`src/rtl/spread_pkg.sv`:
```
`timescale 1ns/1ps
package spread_pkg;

    typedef enum logic [1:0] {
        MODE_PLAIN  = 2'b00,
        MODE_TEST   = 2'b01,
        MODE_SPREAD = 2'b10,
        MODE_HIZ    = 2'b11
    } mode_e;

    typedef struct packed {
        mode_e      mode;
        logic [2:0] code;
    } cfg_t;

    typedef struct packed {
        logic test;
        logic spread;
        logic hiz;
        logic down;
    } flags_t;

    localparam cfg_t CFG_RESET = '{mode: MODE_PLAIN, code: 3'b111};

    // Widths are held in units of 0.01 percent.
    localparam longint BP_SCALE = 10000;

    function automatic longint width_bp(input logic [1:0] idx);
        case (idx)
            2'd0:    return 150;
            2'd1:    return 100;
            2'd2:    return 70;
            default: return 50;
        endcase
    endfunction

    // Fixed-point fraction of the total width, rounded half up.
    function automatic longint width_frac(input logic [1:0] idx, input int frac_w);
        longint num;
        num = width_bp(idx) * (longint'(1) << frac_w) + BP_SCALE / 2;
        return num / BP_SCALE;
    endfunction

endpackage

```
`src/rtl/spread_decode.sv`:
```
`timescale 1ns/1ps
module spread_decode
    import spread_pkg::*;
#(
    parameter int FRAC_W = 16
) (
    input  cfg_t              cfg,
    output flags_t            flags,
    output logic [FRAC_W-1:0] frac
);
    localparam int N_WIDTHS = 4;

    logic [FRAC_W-1:0] frac_tab [N_WIDTHS];

    for (genvar i = 0; i < N_WIDTHS; i++) begin : g_tab
        localparam longint FV = width_frac(2'(i), FRAC_W);
        assign frac_tab[i] = FRAC_W'(FV);
    end

    always_comb begin
        flags.test   = (cfg.mode == MODE_TEST);
        flags.spread = (cfg.mode == MODE_SPREAD);
        flags.hiz    = (cfg.mode == MODE_HIZ);
        flags.down   = cfg.code[2];
        frac         = frac_tab[cfg.code[1:0]];
    end

endmodule

```
`src/rtl/spread_sweep.sv`:
```
`timescale 1ns/1ps
module spread_sweep #(
    parameter int HALF_LOG2 = 3,
    localparam int PH_W     = HALF_LOG2 + 2
) (
    input  logic            clk,
    input  logic            rst,
    input  logic            restart,
    input  logic            run_en,
    input  logic            tick,
    input  logic            down,
    output logic [PH_W-1:0] mag,
    output logic            neg
);
    localparam int HALF = 1 << HALF_LOG2;
    localparam logic [PH_W-1:0] Q_H  = PH_W'(HALF);
    localparam logic [PH_W-1:0] Q_2H = PH_W'(2 * HALF);
    localparam logic [PH_W-1:0] Q_3H = PH_W'(3 * HALF);

    logic [PH_W-1:0] phase_q;

    always_ff @(posedge clk) begin
        if (rst || restart) begin
            phase_q <= '0;
        end else if (run_en && tick) begin
            phase_q <= phase_q + PH_W'(1);
        end
    end

    // Triangle shaping; '0 - phase gives 4H - phase modulo the counter width.
    always_comb begin
        if (down) begin
            neg = 1'b1;
            mag = (phase_q <= Q_2H) ? phase_q : ('0 - phase_q);
        end else if (phase_q <= Q_H) begin
            neg = 1'b0;
            mag = phase_q;
        end else if (phase_q <= Q_2H) begin
            neg = 1'b0;
            mag = Q_2H - phase_q;
        end else if (phase_q <= Q_3H) begin
            neg = 1'b1;
            mag = phase_q - Q_2H;
        end else begin
            neg = 1'b1;
            mag = '0 - phase_q;
        end
    end

    AST_RESTART_ZERO: assert property (@(posedge clk) disable iff (rst)
        restart |=> (phase_q == '0));

    AST_IDLE_HOLD: assert property (@(posedge clk) disable iff (rst)
        (!run_en && !restart) |=> $stable(phase_q));

    AST_PHASE_STEP: assert property (@(posedge clk) disable iff (rst)
        (run_en && tick && !restart) |=> (phase_q == PH_W'($past(phase_q) + PH_W'(1))));

    AST_MAG_LIMIT: assert property (@(posedge clk) disable iff (rst)
        mag <= Q_2H);

endmodule

```
`src/rtl/spread_scale.sv`:
```
`timescale 1ns/1ps
module spread_scale #(
    parameter int DIV_W  = 12,
    parameter int FRAC_W = 16,
    parameter int MAG_W  = 5,
    parameter int SHIFT  = 20
) (
    input  logic [DIV_W-1:0]  nominal,
    input  logic [FRAC_W-1:0] frac,
    input  logic [MAG_W-1:0]  mag,
    input  logic              neg,
    input  logic              active,
    output logic [DIV_W-1:0]  div
);
    localparam int PROD_W = DIV_W + FRAC_W + MAG_W + 1;

    logic [PROD_W-1:0] prod;
    logic [PROD_W-1:0] rounded;
    logic [DIV_W-1:0]  dev;

    always_comb begin
        prod    = PROD_W'(nominal) * PROD_W'(frac) * PROD_W'(mag);
        rounded = prod + (PROD_W'(1) << (SHIFT - 1));
        dev     = DIV_W'(rounded >> SHIFT);
        if (!active) begin
            div = nominal;
        end else if (neg) begin
            div = nominal - dev;
        end else begin
            div = nominal + dev;
        end
    end

endmodule

```
`src/rtl/spread_profile_ctrl.sv`:
```
`timescale 1ns/1ps
module spread_profile_ctrl
    import spread_pkg::*;
#(
    parameter int DIV_W     = 12,
    parameter int HALF_LOG2 = 3,
    parameter int FRAC_W    = 16
) (
    input  logic             clk,
    input  logic             rst,
    input  logic [1:0]       mode_sel,
    input  logic [2:0]       spread_code,
    input  logic [DIV_W-1:0] nominal_div,
    input  logic             mod_tick,
    output logic [DIV_W-1:0] div_out,
    output logic             spread_active,
    output logic             test_mode,
    output logic             outputs_tristate
);
    localparam int MAG_W = HALF_LOG2 + 2;
    localparam int SHIFT = FRAC_W + HALF_LOG2 + 1;

    cfg_t              cfg_in;
    cfg_t              cfg_q;
    logic              cfg_change;
    flags_t            flags;
    logic [FRAC_W-1:0] frac;
    logic [MAG_W-1:0]  mag;
    logic              neg;

    assign cfg_in     = '{mode: mode_e'(mode_sel), code: spread_code};
    assign cfg_change = (cfg_in != cfg_q);

    always_ff @(posedge clk) begin
        if (rst) begin
            cfg_q <= CFG_RESET;
        end else begin
            cfg_q <= cfg_in;
        end
    end

    spread_decode #(.FRAC_W(FRAC_W)) u_decode (
        .cfg   (cfg_q),
        .flags (flags),
        .frac  (frac)
    );

    spread_sweep #(.HALF_LOG2(HALF_LOG2)) u_sweep (
        .clk     (clk),
        .rst     (rst),
        .restart (cfg_change),
        .run_en  (flags.spread),
        .tick    (mod_tick),
        .down    (flags.down),
        .mag     (mag),
        .neg     (neg)
    );

    spread_scale #(
        .DIV_W  (DIV_W),
        .FRAC_W (FRAC_W),
        .MAG_W  (MAG_W),
        .SHIFT  (SHIFT)
    ) u_scale (
        .nominal (nominal_div),
        .frac    (frac),
        .mag     (mag),
        .neg     (neg),
        .active  (flags.spread),
        .div     (div_out)
    );

    assign spread_active    = flags.spread;
    assign test_mode        = flags.test;
    assign outputs_tristate = flags.hiz;

    AST_ONE_FLAG: assert property (@(posedge clk) disable iff (rst)
        $onehot0({test_mode, spread_active, outputs_tristate}));

    AST_PASS_THROUGH: assert property (@(posedge clk) disable iff (rst)
        !spread_active |-> (div_out == nominal_div));

    AST_DOWN_BOUND: assert property (@(posedge clk) disable iff (rst)
        (spread_active && cfg_q.code[2]) |-> (div_out <= nominal_div));

    AST_RESTART_NOMINAL: assert property (@(posedge clk) disable iff (rst)
        cfg_change |=> (div_out == nominal_div));

endmodule

```
`config.mk`:
```
export PLATFORM = sky130hd
export DESIGN_NAME = spread_profile_ctrl
export DESIGN_NICKNAME = d
export VERILOG_FILES = /design/src/rtl/spread_pkg.sv /design/src/rtl/spread_decode.sv /design/src/rtl/spread_sweep.sv /design/src/rtl/spread_scale.sv /design/src/rtl/spread_profile_ctrl.sv
export SDC_FILE = /design/constraint.sdc
export NUM_CORES = 1
export LEC_CHECK = 0
export BUFFER_PORTS_ARGS = -buffer_cell sky130_fd_sc_hd__buf_2
export CAP_MARGIN = 25
export CORE_UTILIZATION = 65
export DETAILED_ROUTE_END_ITERATION = 16
export GPL_TIMING_DRIVEN = 0
export PLACE_DENSITY = 0.83
export SLEW_MARGIN = 10
export SYNTH_ARGS = -nofsm -noshare
export SYNTH_HDL_FRONTEND = slang
export SYNTH_HIERARCHICAL = 1
export SYNTH_SLANG_ARGS = --single-unit
```
`constraint.sdc`:
```
create_clock -name clk -period 15.95 [get_ports clk]
set_input_delay 1.595 -clock clk [delete_from_list [all_inputs] [get_ports clk]]
set_output_delay 1.595 -clock clk [all_outputs]
set_load 0.05 [all_outputs]
```
==> metrics.cfg <==
[routing]
ant_nets = 0
drcViolationCount = 0
drtIter0Drc = 710
drt_first_pass_iters = 6
vias_per_cell = 5.61
dr_total_vias = 9865
wl_um = 28000
wl_per_cell_um = 15.9

[yosys]
netlist_instances = 1486
synth_compound_area_share_pct = 8.93
synth-xor-area-share_pct = 4.93
synth_top_cell_by_area = fa_1
syn_avg_cell_area_um2 = 8.25
yosys.area.top_type_share_pct = 35.6
ys_ff_latch = 10
async_flop_share_pct = 0
syn_area_um2 = 12300
ys_types = 78
synth_ff_type = dfxtp_1
synth_area_leaders = fa_1 (36%), ha_1 (14%), inv_1 (9.7%), and2_1 (7.2%), nand2_1 (6.3%)
synth_top_family_by_area = adder cells
seq_area_frac_synth_pct = 1.63
synth_adder_area_share_pct = 50.1
synth_edf_count = 0
yosysWarnings = 6
synth-simple-area-share_pct = 20.1
synth_mux_area_share_pct = 1.40

[critical_path]
endpoint_kind = output pin
crit_path_max_incr_delay_ns = 0.55
crit_top_cell = fa_1
crit_family = adder cells
path_buf_inv = 10
crit_arrival_ns = 13.70
critPathLaunchType = input pin
required_ns = 14.36
crit_fanout = 10
crit_type = in2out
cpMaxStageDelayCell = fa_1

[grt]
grt_pass1_wl_um = 48400
grt.total_usage_pct = 30.9
antenna_found_initial = 0
grt_max_degree = 11
grt_pass1_vias = 10400
overflow = 0

[floorplan]
start_util_pct = 67.3
num_io_pins = 35
chipHeight_um = 139
fp-row-count = 49
die_w_um = 139
design.core.area_um2 = 18200
design.die.area_um2 = 19400

[timing]
hold_viol = 0
timing.fmax_mhz = 65.4
period_share_pct = 95.9
maxSlewViolCount = 0
relSlewSlack_pct = 47.2
tightest_slew_ns = 0.787
post-route-min-period_ns = 15.29
skew_ns = 0.00110
finalSetupViolations = 0
tns_ns = 0

[final_layout]
antenna_cells = 0
final_cell_mix = inv_1 (316), fa_1 (218), nand2_1 (207)
finish.instance_area_um2 = 12800
nets = 1910
final_core_util_pct = 70.6
drive_above_1_share_pct = 7.26
fill_cells = 1477
final_common_cell = inv_1
syn_to_final_growth_pct = 4.84
final_cells = 1758

[power]
power_frac_comb_pct = 94.8
power.switching_w = 0.000907
powerDensity_nw_per_um2 = 116
leakage_nw = 6.97
netSwitchingFraction_pct = 60.9
p_seq_share_pct = 1.8
power.internal_w = 0.000581
clockPowerShare_pct = 3.4
peakVddDrop_uv = 181

[cts]
path_clk_slew_ns = 0.04
cts_tree = done
clock_latency_ns = 0.24
cts_buffer_depth = 2
numCtsBuffers = 3
clockRootBuffer = clkbuf_16
clock-sinks = 10
cts_max_level = 1

[worst_hold_path]
hp-class = reg2reg

[place]
io_buffers = 34
place_hpwl_um = 24100
place_area_um2 = 12700
place_congestion = 0.894
place_inst = 1755

[flow_run]
drv_cap = 0

[outcome]
status = complete, no violations

layer usage:
metal  routed length, µm  vias to the layer above  GRT usage [%]
met2               14000                      307           54.4
met1               11600                     4864           39.5
met4                 758                        0           10.4
li1                    -                     4637              -
met3                1630                       57           3.34
met5                   0                        -              0
kinds of logic (layout without fill, tap and decap cells):
| kind of cell | count (synthesis) | after routing |
|---|---|---|
| AOI/OAI and AO/OA | 159 | 159 |
| xor gates and xnor gates | 65 | 65 |
| adders and majority gates | 360 | 360 |
| buffers and inverters | 391 | 428 |
| DFF | 10 | 10 |
| muxes | 15 | 15 |
| other | 1 | 7 |
| and+or+nand+nor | 485 | 485 |
sequential cells by signal, indices dropped and copies added (netlist names):
| register | cells |
|---|---|
| cfg_q | 5 |
| u_sweep/phase_q | 5 |
final cells by class:
class	instances	area, µm²	share of cell area, %
Tap cell	229	287	2.23
Sequential cell	10	200	1.56
Clock buffer	4	88.8	0.691
Timing Repair Buffer	35	178	1.38
Buffer	72	385	3.00
Multi-Input combinational cell	1091	10500	81.9
Inverter	317	1190	9.26
per-stage QoR:
step | total power, W | hold WS [ns] | setup WS [ns]
finish | 0.00149 | 0.659 | 0.656
global route | 0.00167 | 0.704 | -0.00358
CTS | 0.00146 | 0.644 | 0.129
detailed placement | 0.00140 | 0.641 | 0.190
global placement | 0.00137 | 0.627 | 0.294
floorplan | 0.00107 | 0.562 | 1.45
synth_stat cells (3+ instances only):
master,n
and3_1,11
a21oi_1,50
a21boi_0,3
o21bai_1,8
mux2_2,9
dfxtp_1,10
fa_1,218
a21o_1,15
and2_1,141
buf_4,13
nor3_1,14
o21a_1,8
xnor2_1,39
ha_1,142
nand2b_1,10
clkbuf_1,54
a211oi_1,8
o21ai_1,4
mux2i_1,4
o211ai_1,8
nor2b_1,16
a31oi_1,8
nor2_1,30
o21ai_0,23
nand4_1,8
nand3_1,18
inv_1,316
clkbuf_8,4
or2_2,8
xor2_1,23
nand2_1,207
path summary, 6_finish.rpt:
path | from | endpoint | slack, ns | depth (start not counted)
min | u_sweep/phase_q[1] | u_sweep/phase_q[1] | 0.66 | 2
max | nominal_div[3] | div_out[11] | 0.66 | 49
max reg2reg | cfg_q[4] | u_sweep/phase_q[4] | 14.55 | 5
min reg2reg | u_sweep/phase_q[1] | u_sweep/phase_q[1] | 0.66 | 2
worst register-to-register path, stage by stage, from the launching register on:
cell and delay (ns):
dfxtp_1 0.37, nor2b_1 0.34, and3_1 0.23, nand3_1 0.09, xnor2_1 0.14, nor3_1 0.14
power groups by stage:
stage          sequential, W  clock (W)  combinational (W)
2_1_floorplan      0.0000268          0            0.00104
3_3_place_gp       0.0000272          0            0.00134
3_5_place_dp       0.0000272          0            0.00137
4_1_cts            0.0000268  0.0000508            0.00138
5_1_grt            0.0000270  0.0000516            0.00159
6_report           0.0000269  0.0000499            0.00141
timing repair:
action,in CTS,in global routing
buffers inserted,0,1
endpoints found under the setup margin,0,5
hold buffers,0,0
gates resized for setup,0,21
Power figures use the tool's default switching activity.
